## config.mk

```make
export PLATFORM = sky130hd
export DESIGN_NAME = pkt_req_sender
export DESIGN_NICKNAME = d
export VERILOG_FILES = /design/src/rtl/pkt_pkg.sv /design/src/rtl/pkt_lane_par.sv /design/src/rtl/pkt_capture.sv /design/src/rtl/pkt_seq.sv /design/src/rtl/pkt_req_sender.sv
export SDC_FILE = /design/constraint.sdc
export NUM_CORES = 1
export LEC_CHECK = 0
export ABC_AREA = 1
export BUFFER_PORTS_ARGS = -buffer_cell sky130_fd_sc_hd__clkbuf_2
export CORE_AREA = 2 2 278 280
export DETAILED_ROUTE_END_ITERATION = 8
export DIE_AREA = 0 0 280 282
export PLACE_DENSITY_LB_ADDON = 0.3
export REMOVE_ABC_BUFFERS = 1
export SYNTH_ARGS = -nofsm -noshare
export SYNTH_HDL_FRONTEND = slang
export SYNTH_SLANG_ARGS = --single-unit
```

## constraint.sdc

```tcl
create_clock -name clk -period 3.05 [get_ports clk]
set_input_delay 0.61 -clock clk [delete_from_list [all_inputs] [get_ports clk]]
set_output_delay 0.61 -clock clk [all_outputs]
set_load 0.05 [all_outputs]
```

## src/rtl/pkt_pkg.sv

```systemverilog
package pkt_pkg;
    localparam int BUS_W  = 128;
    localparam int TAG_W  = 16;
    localparam int ADDR_W = 34;
    localparam int ATTR_W = 12;
    localparam int KIND_W = 3;
    localparam int SEL_W  = 2;

    typedef enum logic [KIND_W-1:0] {
        K_READ  = 3'd0,
        K_WRINV = 3'd1,
        K_WRMRG = 3'd2,
        K_INTR  = 3'd3,
        K_PIO   = 3'd4
    } kind_e;

    typedef enum logic [1:0] {
        PH_IDLE,
        PH_HDR,
        PH_DATA,
        PH_GAP
    } phase_e;

    typedef struct packed {
        logic [5:0] op;
        logic       bypass;
        logic       dreq;
        logic       dreq_short;
    } cmd_t;

    // counter width able to hold the largest of three lengths
    function automatic int cnt_w(input int a, input int b, input int c);
        int m;
        m = (a > b) ? a : b;
        m = (m > c) ? m : c;
        return (m < 1) ? 1 : $clog2(m + 1);
    endfunction

    // out-of-range kinds fall through to a read
    function automatic cmd_t decode_kind(input logic [KIND_W-1:0] kind,
                                         input logic [SEL_W-1:0]  sel);
        cmd_t c;
        case (kind)
            K_WRINV: c = '{op: 6'b010010, bypass: 1'b0, dreq: 1'b1, dreq_short: 1'b0};
            K_WRMRG: c = '{op: 6'b010110, bypass: 1'b0, dreq: 1'b1, dreq_short: 1'b0};
            K_INTR:  c = '{op: 6'b000001, bypass: 1'b0, dreq: 1'b1, dreq_short: 1'b1};
            K_PIO:   c = '{op: {1'b1, sel[1], 1'b1, sel[0], 2'b01},
                           bypass: 1'b1, dreq: 1'b1, dreq_short: 1'b1};
            default: c = '{op: 6'b001010, bypass: 1'b0, dreq: 1'b0, dreq_short: 1'b0};
        endcase
        return c;
    endfunction

    function automatic logic [BUS_W-1:0] build_hdr(input cmd_t c,
                                                   input logic [TAG_W-1:0]  tag,
                                                   input logic [ADDR_W-1:0] addr,
                                                   input logic [ATTR_W-1:0] attr);
        logic [BUS_W-1:0] h;
        h          = '0;
        h[127:122] = c.op;
        h[84:80]   = attr[11:7];
        h[79:64]   = tag;
        h[62:56]   = attr[6:0];
        h[39:6]    = addr;
        return h;
    endfunction
endpackage

```

## src/rtl/pkt_lane_par.sv

```systemverilog
module pkt_lane_par #(
    parameter int W     = 128,
    parameter int LANES = 4,
    localparam int LW   = W / LANES
) (
    input  logic [W-1:0]     data,
    output logic [LANES-1:0] par
);
    for (genvar i = 0; i < LANES; i++) begin : g_lane
        assign par[i] = ^data[i*LW +: LW];
    end
endmodule

```

## src/rtl/pkt_capture.sv

```systemverilog
module pkt_capture
    import pkt_pkg::*;
#(
    parameter int PAY_W = 512
) (
    input  logic              clk,
    input  logic              rst,
    input  logic              load,
    input  cmd_t              cmd_in,
    input  logic [TAG_W-1:0]  tag,
    input  logic [ADDR_W-1:0] addr,
    input  logic [ATTR_W-1:0] attr,
    input  logic [PAY_W-1:0]  payload,
    output logic [BUS_W-1:0]  hdr_q,
    output logic [PAY_W-1:0]  pay_q,
    output logic              dreq_q,
    output logic              short_q,
    output logic              bypass_q
);
    always_ff @(posedge clk) begin
        if (rst) begin
            hdr_q    <= '0;
            pay_q    <= '0;
            dreq_q   <= 1'b0;
            short_q  <= 1'b0;
            bypass_q <= 1'b0;
        end else if (load) begin
            hdr_q    <= build_hdr(cmd_in, tag, addr, attr);
            pay_q    <= payload;
            dreq_q   <= cmd_in.dreq;
            short_q  <= cmd_in.dreq_short;
            bypass_q <= cmd_in.bypass;
        end
    end

    // captured payload only moves on an accepted request
    a_r10_hold_payload: assert property (@(posedge clk) disable iff (rst)
        !load |=> $stable(pay_q));
endmodule

```

## src/rtl/pkt_seq.sv

```systemverilog
module pkt_seq
    import pkt_pkg::*;
#(
    parameter int LONG_BEATS = 4,
    parameter int LONG_GAP   = 4,
    parameter int SHORT_GAP  = 1,
    localparam int CW        = cnt_w(LONG_BEATS, LONG_GAP, SHORT_GAP)
) (
    input  logic          clk,
    input  logic          rst,
    input  logic          start,
    input  logic          has_data,
    input  logic          short_pkt,
    output logic          ready,
    output phase_e        phase,
    output logic [CW-1:0] cnt
);
    logic [CW-1:0] beats_q;
    logic [CW-1:0] gap_q;

    always_ff @(posedge clk) begin
        if (rst) begin
            phase   <= PH_IDLE;
            cnt     <= '0;
            beats_q <= '0;
            gap_q   <= '0;
        end else begin
            case (phase)
                PH_IDLE: begin
                    cnt <= '0;
                    if (start) begin
                        phase   <= PH_HDR;
                        beats_q <= has_data ? (short_pkt ? CW'(1) : CW'(LONG_BEATS)) : '0;
                        gap_q   <= has_data ? (short_pkt ? CW'(SHORT_GAP) : CW'(LONG_GAP)) : '0;
                    end
                end
                PH_HDR: begin
                    cnt <= '0;
                    if (beats_q != '0)
                        phase <= PH_DATA;
                    else if (gap_q != '0)
                        phase <= PH_GAP;
                    else
                        phase <= PH_IDLE;
                end
                PH_DATA: begin
                    if (cnt == beats_q - 1'b1) begin
                        cnt   <= '0;
                        phase <= (gap_q != '0) ? PH_GAP : PH_IDLE;
                    end else begin
                        cnt <= cnt + 1'b1;
                    end
                end
                default: begin
                    if (cnt == gap_q - 1'b1) begin
                        cnt   <= '0;
                        phase <= PH_IDLE;
                    end else begin
                        cnt <= cnt + 1'b1;
                    end
                end
            endcase
        end
    end

    assign ready = (phase == PH_IDLE);

    // first cycle out of reset is idle
    a_r1_idle_after_reset: assert property (@(posedge clk) disable iff (rst)
        $past(rst) |-> phase == PH_IDLE);
    // an accepted request is followed by a header cycle
    a_r2_hdr_follows_accept: assert property (@(posedge clk) disable iff (rst)
        start |=> phase == PH_HDR);
    // no header without an accepted request
    a_r2_hdr_needs_accept: assert property (@(posedge clk) disable iff (rst)
        phase == PH_HDR |-> $past(start));
    // gap counter stays inside the programmed gap
    a_r7_gap_bounded: assert property (@(posedge clk) disable iff (rst)
        phase == PH_GAP |-> cnt < gap_q);
endmodule

```

## src/rtl/pkt_req_sender.sv

```systemverilog
module pkt_req_sender
    import pkt_pkg::*;
#(
    parameter int LANES      = 4,
    parameter int LONG_BEATS = 4,
    parameter int LONG_GAP   = 4,
    parameter int SHORT_GAP  = 1,
    localparam int PAY_W     = BUS_W * LONG_BEATS,
    localparam int CW        = cnt_w(LONG_BEATS, LONG_GAP, SHORT_GAP)
) (
    input  logic              clk,
    input  logic              rst,
    input  logic              req_valid,
    output logic              req_ready,
    input  logic [KIND_W-1:0] req_kind,
    input  logic [SEL_W-1:0]  req_pio_sel,
    input  logic [TAG_W-1:0]  req_tag,
    input  logic [ADDR_W-1:0] req_addr,
    input  logic [ATTR_W-1:0] req_attr,
    input  logic [PAY_W-1:0]  req_payload,
    output logic              bus_hdr_vld,
    output logic              bus_dreq,
    output logic              bus_dreq_short,
    output logic              bus_bypass,
    output logic [BUS_W-1:0]  bus_data,
    output logic [LANES-1:0]  bus_par
);
    cmd_t             cmd_in;
    logic             start;
    logic [BUS_W-1:0] hdr_q;
    logic [PAY_W-1:0] pay_q;
    logic             dreq_q;
    logic             short_q;
    logic             bypass_q;
    phase_e           phase;
    logic [CW-1:0]    cnt;

    assign cmd_in = decode_kind(req_kind, req_pio_sel);
    assign start  = req_valid & req_ready;

    pkt_capture #(.PAY_W(PAY_W)) u_cap (
        .clk      (clk),
        .rst      (rst),
        .load     (start),
        .cmd_in   (cmd_in),
        .tag      (req_tag),
        .addr     (req_addr),
        .attr     (req_attr),
        .payload  (req_payload),
        .hdr_q    (hdr_q),
        .pay_q    (pay_q),
        .dreq_q   (dreq_q),
        .short_q  (short_q),
        .bypass_q (bypass_q)
    );

    pkt_seq #(
        .LONG_BEATS (LONG_BEATS),
        .LONG_GAP   (LONG_GAP),
        .SHORT_GAP  (SHORT_GAP)
    ) u_seq (
        .clk       (clk),
        .rst       (rst),
        .start     (start),
        .has_data  (cmd_in.dreq),
        .short_pkt (cmd_in.dreq_short),
        .ready     (req_ready),
        .phase     (phase),
        .cnt       (cnt)
    );

    always_comb begin
        bus_hdr_vld    = (phase == PH_HDR);
        bus_dreq       = bus_hdr_vld & dreq_q;
        bus_dreq_short = bus_hdr_vld & short_q;
        bus_bypass     = bus_hdr_vld & bypass_q;
        case (phase)
            PH_HDR:  bus_data = hdr_q;
            PH_DATA: bus_data = pay_q[int'(cnt)*BUS_W +: BUS_W];
            default: bus_data = '0;
        endcase
    end

    pkt_lane_par #(.W(BUS_W), .LANES(LANES)) u_par (
        .data (bus_data),
        .par  (bus_par)
    );

    // header spacing tracker, used by a_r7_spacing only
    localparam int SW = $clog2(LONG_BEATS + LONG_GAP + SHORT_GAP + 3) + 1;
    logic [SW-1:0] since_q;
    logic [SW-1:0] need_q;
    logic          seen_q;

    always_ff @(posedge clk) begin
        if (rst) begin
            since_q <= '0;
            need_q  <= '0;
            seen_q  <= 1'b0;
        end else if (bus_hdr_vld) begin
            since_q <= SW'(1);
            seen_q  <= 1'b1;
            need_q  <= !bus_dreq ? SW'(1) :
                       bus_dreq_short ? SW'(2 + SHORT_GAP) : SW'(1 + LONG_BEATS + LONG_GAP);
        end else if (since_q != '1) begin
            since_q <= since_q + 1'b1;
        end
    end

    logic [6:0] cmd7;
    assign cmd7 = {bus_data[127:122], bus_bypass};

    // next header no earlier than beats plus gap after the last one
    a_r7_spacing: assert property (@(posedge clk) disable iff (rst)
        bus_hdr_vld && seen_q |-> since_q >= need_q);
    // only legal command codes are sent
    a_r3_cmd_legal: assert property (@(posedge clk) disable iff (rst)
        bus_hdr_vld |-> (cmd7 == 7'b0100100 || cmd7 == 7'b0101100 ||
                         cmd7 == 7'b0010100 || cmd7 == 7'b0000010 ||
                         (cmd7[6] && cmd7[4] && cmd7[2:0] == 3'b011)));
    // bypass implies a single-beat data packet
    a_r4_bypass_flags: assert property (@(posedge clk) disable iff (rst)
        bus_bypass |-> bus_hdr_vld && bus_dreq && bus_dreq_short);
    // short flag never without the data flag
    a_r4_short_needs_dreq: assert property (@(posedge clk) disable iff (rst)
        bus_dreq_short |-> bus_dreq);
    // reserved header fields are zero
    a_r5_rsvd_zero: assert property (@(posedge clk) disable iff (rst)
        bus_hdr_vld |-> (bus_data[121:85] == '0 && !bus_data[63] &&
                         bus_data[55:40] == '0 && bus_data[5:0] == '0));
    // even parity on every lane
    a_r8_parity: assert property (@(posedge clk) disable iff (rst)
        (^{bus_data[127:96], bus_par[3]}) == 1'b0 && (^{bus_data[95:64], bus_par[2]}) == 1'b0 &&
        (^{bus_data[63:32], bus_par[1]}) == 1'b0 && (^{bus_data[31:0], bus_par[0]}) == 1'b0);
    // no bus activity reported while ready
    a_r2_ready_quiet: assert property (@(posedge clk) disable iff (rst)
        req_ready |-> !bus_hdr_vld && bus_data == '0);
endmodule

```

==> metrics, run 1 <==
Slowest-stage cell, CP dfxtp_2; worst slew pin tran 0.806 ns; total CTS buffers 69; clock power share 0.258; antenna violations before repair 11; core area 0.0757 mm^2; P_sw 13,000 uW; overall power 32,900 uW; Seq/Total Area, Yosys 0.413; Max stage delay on crit path 0.35 ns; worst hold start req_addr[9]; Vias/cell 4.99; area of the mapped netlist 0.0284 mm^2; # hold bufs at CTS 0; wire length per cell 17.2 um; P&R area growth vs syn 39.0%; Vias 31,594; layout cell share with drive strength beyond 1 0.259; dominant synthesized flop cell dfxtp_1; asr flop ratio synth 0; vias in the first global route 29,272; crit-path max FO 6; starting density of the core 0.376; hpwl dp 78,400 um; worst-path cell chain inv_4, ha_4, nand3_4, inv_8, buf_12, buf_8, clkbuf_16, nand3_1, nand2_2, xnor2_2, nand2_1, nand2_1, nand2_2, nand2_4, nand2_2, nand2_1, nand2_1, nand2_2, buf_12; Total Negative Setup Slacks -3.43 ns; CTS H-tree lvls 3; depth of the worst register-to-register path 10; commonest non-fill, non-tap cell in the layout nor2_1; Hold Path Sink u_cap.hdr_q[15]; status finished with violations; die area 0.0790 mm^2; Sw Ratio 0.395; Pwr Density 833 mW/mm^2; drt pass-1 iters 5; post-route cell area 0.0395 mm^2; drt drc 0; Int Pwr 19,900 uW; Hold Violations, Final 0; Placed Area 0.0356 mm^2; Worst slew margin 0.463; worst r2r src u_seq.cnt[1]; RSZ-0062 raised after global routing true; Setup violations, final 10; Setup crit start u_seq.phase[0]; Combinational Power Share 0.412; CTS clk-pin slew, worst paths 0.06 ns; maximum vdd drop 0.464 mV; Setup CP Type reg -> out; I/O Buffers 718; failing checks negative setup slack; Crit. End Element output port; worst endpoint required time 2.44 ns; I/O pins 719; Max Freq 270 MHz; Die H 282 um; crit share post-route 1.22; max-slew violation count 0; syn_area_per_cell 6.35 um^2; Hold Crit Class in -> reg; Sink Count 587; Ys Warns 0; most frequent cells in the layout nor2_1 (1,159), nand2_1 (1,069), clkbuf_2 (612); pin count of the biggest net entering global routing 145; Clock Tree Root clkbuf_16; nature of the critical path startpoint register; Post-Place Setup Slack -0.329 ns; synthesized instance count 4,482; EDFF count, synth 0; All-Layer GR Usage 0.262; final RePlAce weighted congestion 0.887; post-synthesis cell type count 32; leakage power 0.0183 uW; min Tclk post-route 3.71 ns; Max Cap Viol 0; Max clock buf depth 3; RR Endpoint u_seq.phase[0]; Routed Antenna Nets 0; Starting DRT DRC Count 2,371; Rows 101; final core utilization 0.522; Clock Latency Late Sink 0.60 ns; Final Skew 0.0209 ns; Final #Nets 5,879; global-route wire length before repair 162,000 um; slack of the critical path -0.659 ns; Yosys reg bits 587; Critical Path AT 3.10 ns; die width 280 um; Reg power frac 0.330; final WL 109,000 um; Hold Path Depth 3; Worst R2R Setup Slack 1.02 ns; CTS tree done; GRT Residual Overflow 0
[power by group through the flow]
| stage | sequential, uW | clock (uW) | combinational (uW) |
|---|---|---|---|
| after floorplan | 9790 | 0 | 5920 |
| after global placement | 10900 | 0 | 12500 |
| after detailed placement | 11000 | 0 | 12600 |
| after CTS | 10800 | 8580 | 13200 |
| after global routing | 11100 | 8870 | 15000 |
| final | 10900 | 8480 | 13600 |
[state kept, by name, summed over array words and instances, names as in the netlist]
name and flops:
u_cap.bypass_q 1, u_seq.beats_q 1, u_seq.cnt 3, u_cap.pay_q 512
u_cap.hdr_q 67, u_cap.dreq_q 1, u_seq.phase 2
[repair_timing]
action,CTS,global route
buffers inserted,20,18
setup endpoints to repair,72,45
resized for setup,146,140
pin swaps,17,32
gates cloned,5,3
[cells in the mapped netlist, drive strengths merged (3+ instances only)]
library cell / n / area share
nor2: 1186 / 0.16
nand2: 1167 / 0.16
o21ai: 617 / 0.11
dfxtp: 587 / 0.41
nand3: 377 / 0.067
clkbuf: 194 / 0.026
inv: 172 / 0.023
buf: 106 / 0.028
a21oi: 38 / 0.0067
xnor2: 13 / 0.0040
xor2: 7 / 0.0022
ha: 6 / 0.0026
a211oi: 3 / 0.00079
nand4: 3 / 0.00066
[cell type report]
type / count / area, um^2
Sequential cell: 587 / 11800
Clock inverter: 27 / 283
Inverter: 172 / 694
Clock buffer: 98 / 2050
Antenna cell: 11 / 27.5
Fill cell: 7443 / 36200
Timing Repair inverter: 1 / 8.76
Multi-Input combinational cell: 3423 / 15200
Tap cell: 978 / 1220
Timing Repair Buffer: 1037 / 8340
[how the worst max path moves through the flow]
stage / to / slack [ns] / cells after the start
6_report: bus_par[2] / -0.66 / 19
5_1_grt: bus_par[2] / -0.83 / 21
4_1_cts: bus_par[3] / -0.66 / 21
3_5_place_dp: bus_par[0] / -0.33 / 19
3_3_place_gp: bus_par[1] / -0.26 / 19
2_1_floorplan: u_cap.hdr_q[125] / -17.76 / 9
[per-stage QoR]
stage,hold slack [ns],std cells
4_1_cts,0.215,6307
3_5_place_dp,0.445,6157
5_1_grt,0.248,6332
3_3_place_gp,0.441,6157
6_report,0.253,6334
2_1_floorplan,0.431,4182
[worst max-delay path, delay by kind of cell (launching register included)]
family,cells,cell delay [ns]
buffers and inverters,6,0.76
adder cells (fa/ha/maj),1,0.27
AND/OR/NAND/NOR,11,0.96
XOR/XNOR,1,0.14
flip-flops,1,0.35
[metal layers]
| layer | GRT usage | wire (um) |
|---|---|---|
| met5 | 0 | 23 |
| met4 | 0.117 | 4560 |
| met2 | 0.440 | 51900 |
| met1 | 0.337 | 46500 |
| met3 | 0.0317 | 5900 |
[cells by family after synthesis]
logic type	after synthesis	share of synthesized area
buf+inv	472	0.0762
xor+xnor	20	0.00616
compound gates	662	0.119
flops	587	0.413
fa+ha+maj	6	0.00264
simple gates	2735	0.383
(Power assumes the default switching activity.)
==> run 2, diff against run 1 <==
--- a/config.mk
+++ b/config.mk
@@ -12,6 +12,7 @@
 export DIE_AREA = 0 0 280 282
 export PLACE_DENSITY_LB_ADDON = 0.3
 export REMOVE_ABC_BUFFERS = 1
+export SKIP_CTS_REPAIR_TIMING = 1
 export SYNTH_ARGS = -nofsm -noshare
 export SYNTH_HDL_FRONTEND = slang
 export SYNTH_SLANG_ARGS = --single-unit
==> run 2 against run 1 <==
The run still ends with negative setup slack left. Non-clock buffer count decreased by 17. Clock power barely moved. Sequential share of layout area grew 0.29 points. Highest routed layer unchanged. Via count is 0.75% lower. Maximum frequency up 0.12%. Global-route usage is 0.54 points lower. Critical endpoint is now bus_par[3]. Critical path type unchanged. Largest power group unchanged.
==> metrics, run 2 (synthesis results as in run 1) <==
status finished with violations; failing checks negative setup slack; Rows 101 (unchanged); commonest non-fill, non-tap cell in the layout nor2_1; Pwr Density 837 mW/mm^2 (+0.49%); die width 280 um (unchanged); Crit. End Element output port; Vias 31,358 (-0.75%); leakage power 0.0182 uW (-0.76%); worst slew pin tran 0.794 ns (-0.0115 ns); RSZ-0062 raised after global routing true; most frequent cells in the layout nor2_1 (1,158), nand2_1 (1,074), clkbuf_2 (611); vias in the first global route 28,991 (-0.96%); max FFs per register 512 (unchanged); drt drc 0 (unchanged); drt pass-1 iters 6 (+1); Top Layer Used met5; final RePlAce weighted congestion 0.887 (unchanged); CTS H-tree lvls 3 (unchanged); FF/Latch Area 0.0118 mm^2 (unchanged); layout cell share with drive strength beyond 1 0.255 (-0.00424); final WL 108,000 um (-0.67%); Critical Path AT 3.09 ns (about the same); Vias/cell 4.96 (-0.46%); CTS tree done; routed wire length on met3 6130 um (+3.9%); final std cells w/o fill 6,316 (-0.28%); depth of the worst register-to-register path 10 (unchanged); Routed Antenna Nets 0 (unchanged); crit-path max FO 31 (+25); core area 0.0757 mm^2 (unchanged); Hold Crit Class in -> reg; I/O Buffers 718 (unchanged); starting density of the core 0.376 (unchanged); GRT Residual Overflow 0 (unchanged); pin count of the biggest net entering global routing 145 (unchanged); P&R area growth vs syn 37.7%; worst hold start req_addr[9]; Metal-1 WL 46,100 um (-0.96%); min Tclk post-route 3.70 ns (-0.00451 ns); Hold Path Sink u_cap.hdr_q[15]; total CTS buffers 69 (unchanged); Die H 282 um (unchanged); Placed Cells 6,157 (unchanged); Fin Hold WS 0.255 ns (+0.00256 ns); worst endpoint required time 2.44 ns (about the same); die area 0.0790 mm^2 (unchanged); antenna violations before repair 11 (unchanged); worst r2r src u_seq.cnt[1]; crit share post-route 1.21 (-0.00148); Hold Path Depth 3 (unchanged); hpwl dp 78,400 um (unchanged); All-Layer GR Usage 0.256 (-0.00535); fill count 7,511 (+0.91%); max-slew violation count 0 (unchanged); final core utilization 0.517 (-0.00506); Final Skew 0.0257 ns (+0.00478 ns); Clock Latency Late Sink 0.60 ns (about the same); Setup CP Type reg -> out; Clock Tree Root clkbuf_16; Max clock buf depth 3 (unchanged); nature of the critical path startpoint register; RR Endpoint u_seq.phase[0]; Max Freq 270 MHz (+0.12%); Sink Count 587 (unchanged); multi-input logic area 0.0151 mm^2 (-0.49%); wire length per cell 17.1 um (-0.39%); slack of the critical path -0.655 ns (+0.00451 ns); Met2 Wirelength 51,500 um (-0.76%); Setup violations, final 9 (-1); Max Cap Viol 0 (unchanged); Worst R2R Setup Slack 0.91 ns (-0.11 ns); CTS clk-pin slew, worst paths 0.06 ns (about the same); maximum vdd drop 0.504 mV (+8.7%); overall power 32,800 uW (-0.49%); Worst slew margin 0.470 (+0.00770); Final #Nets 5,862 (-0.29%); I/O pins 719 (unchanged); Largest Register u_cap.pay_q; Hold Violations, Final 0 (unchanged); Starting DRT DRC Count 2,288 (-3.5%); Top Registers u_cap.pay_q x512, u_cap.hdr_q x67, u_seq.cnt x3; global-route wire length before repair 159,000 um (-1.7%)
run 2: changes by cell type in the layout (fill, tap and decap cells not counted), moves of 3 or more:
cell       change
buf_6          -7
o21ai_2        +3
nand3_1        +4
o21ai_0        -3
buf_8          +5
o21ai_4        -4
o21ai_1        +4
buf_12         -3
nand2_2        -6
nand2_1        +5
clkbuf_16      -4
buf_16         -3
run 2: through the flow:
stage / TNS (ns) / worst slack, ns / instance area, um^2
after floorplan: - / -17.76 / 26900
final: -2.70 / -0.655 / 39200
after CTS: -12.46 / -1.00 / 38000
after detailed placement: -1.13 / -0.329 / 35600
after global routing: -4.79 / -0.831 / 39200
after global placement: -0.942 / -0.255 / 35600
run 2: worst max path at each step:
stage	startpoint	end	slack [ns]	cells after the start
2_1_floorplan	u_seq.phase[0]	u_cap.hdr_q[125]	-17.76	9
3_3_place_gp	u_seq.phase[0]	bus_par[1]	-0.26	19
3_5_place_dp	u_seq.phase[0]	bus_par[0]	-0.33	19
4_1_cts	u_seq.phase[0]	bus_par[0]	-1.0	19
5_1_grt	u_seq.phase[0]	bus_par[2]	-0.83	21
6_report	u_seq.phase[0]	bus_par[3]	-0.65	16
run 2: critical path, cell delays in order (launching register included):
cell	delay [ns]
dfxtp_2	0.35
inv_4	0.05
ha_4	0.28
nand3_4	0.11
buf_8	0.20
buf_4	0.23
nor2_2	0.16
nand2_1	0.08
nand2_2	0.09
xor2_1	0.21
nand2_1	0.11
nand2_1	0.12
nand2_2	0.06
nand2_1	0.08
nand2_1	0.06
nand2_2	0.10
buf_12	0.14
run 2: metal layers:
layer / GRT usage / vias to the layer above
met2: 0.431 / 1010
met1: 0.330 / 14341
li1: - / 15777
met4: 0.117 / 4
met5: 0 / -
met3: 0.0302 / 226
run 2: final cells by class:
cell class                 instances  share of cell area
timing repair inverter             1            0.000288
tap                              978              0.0312
multi-input combinational       3423               0.385
inverter                         172              0.0181
antenna                           10            0.000639
clock buffer                      98              0.0523
sequential                       587               0.300
timing repair buffer            1020               0.205
clock inverter                    27             0.00722
run 2: where the power goes:
part	internal, uW	switching [uW]	total, uW	leakage, uW
combinational	5010	8410	13400	0.0122
sequential	9780	1100	10900	0.00486
clock	5040	3430	8470	0.00115
total	19800	12900	32800	0.0182
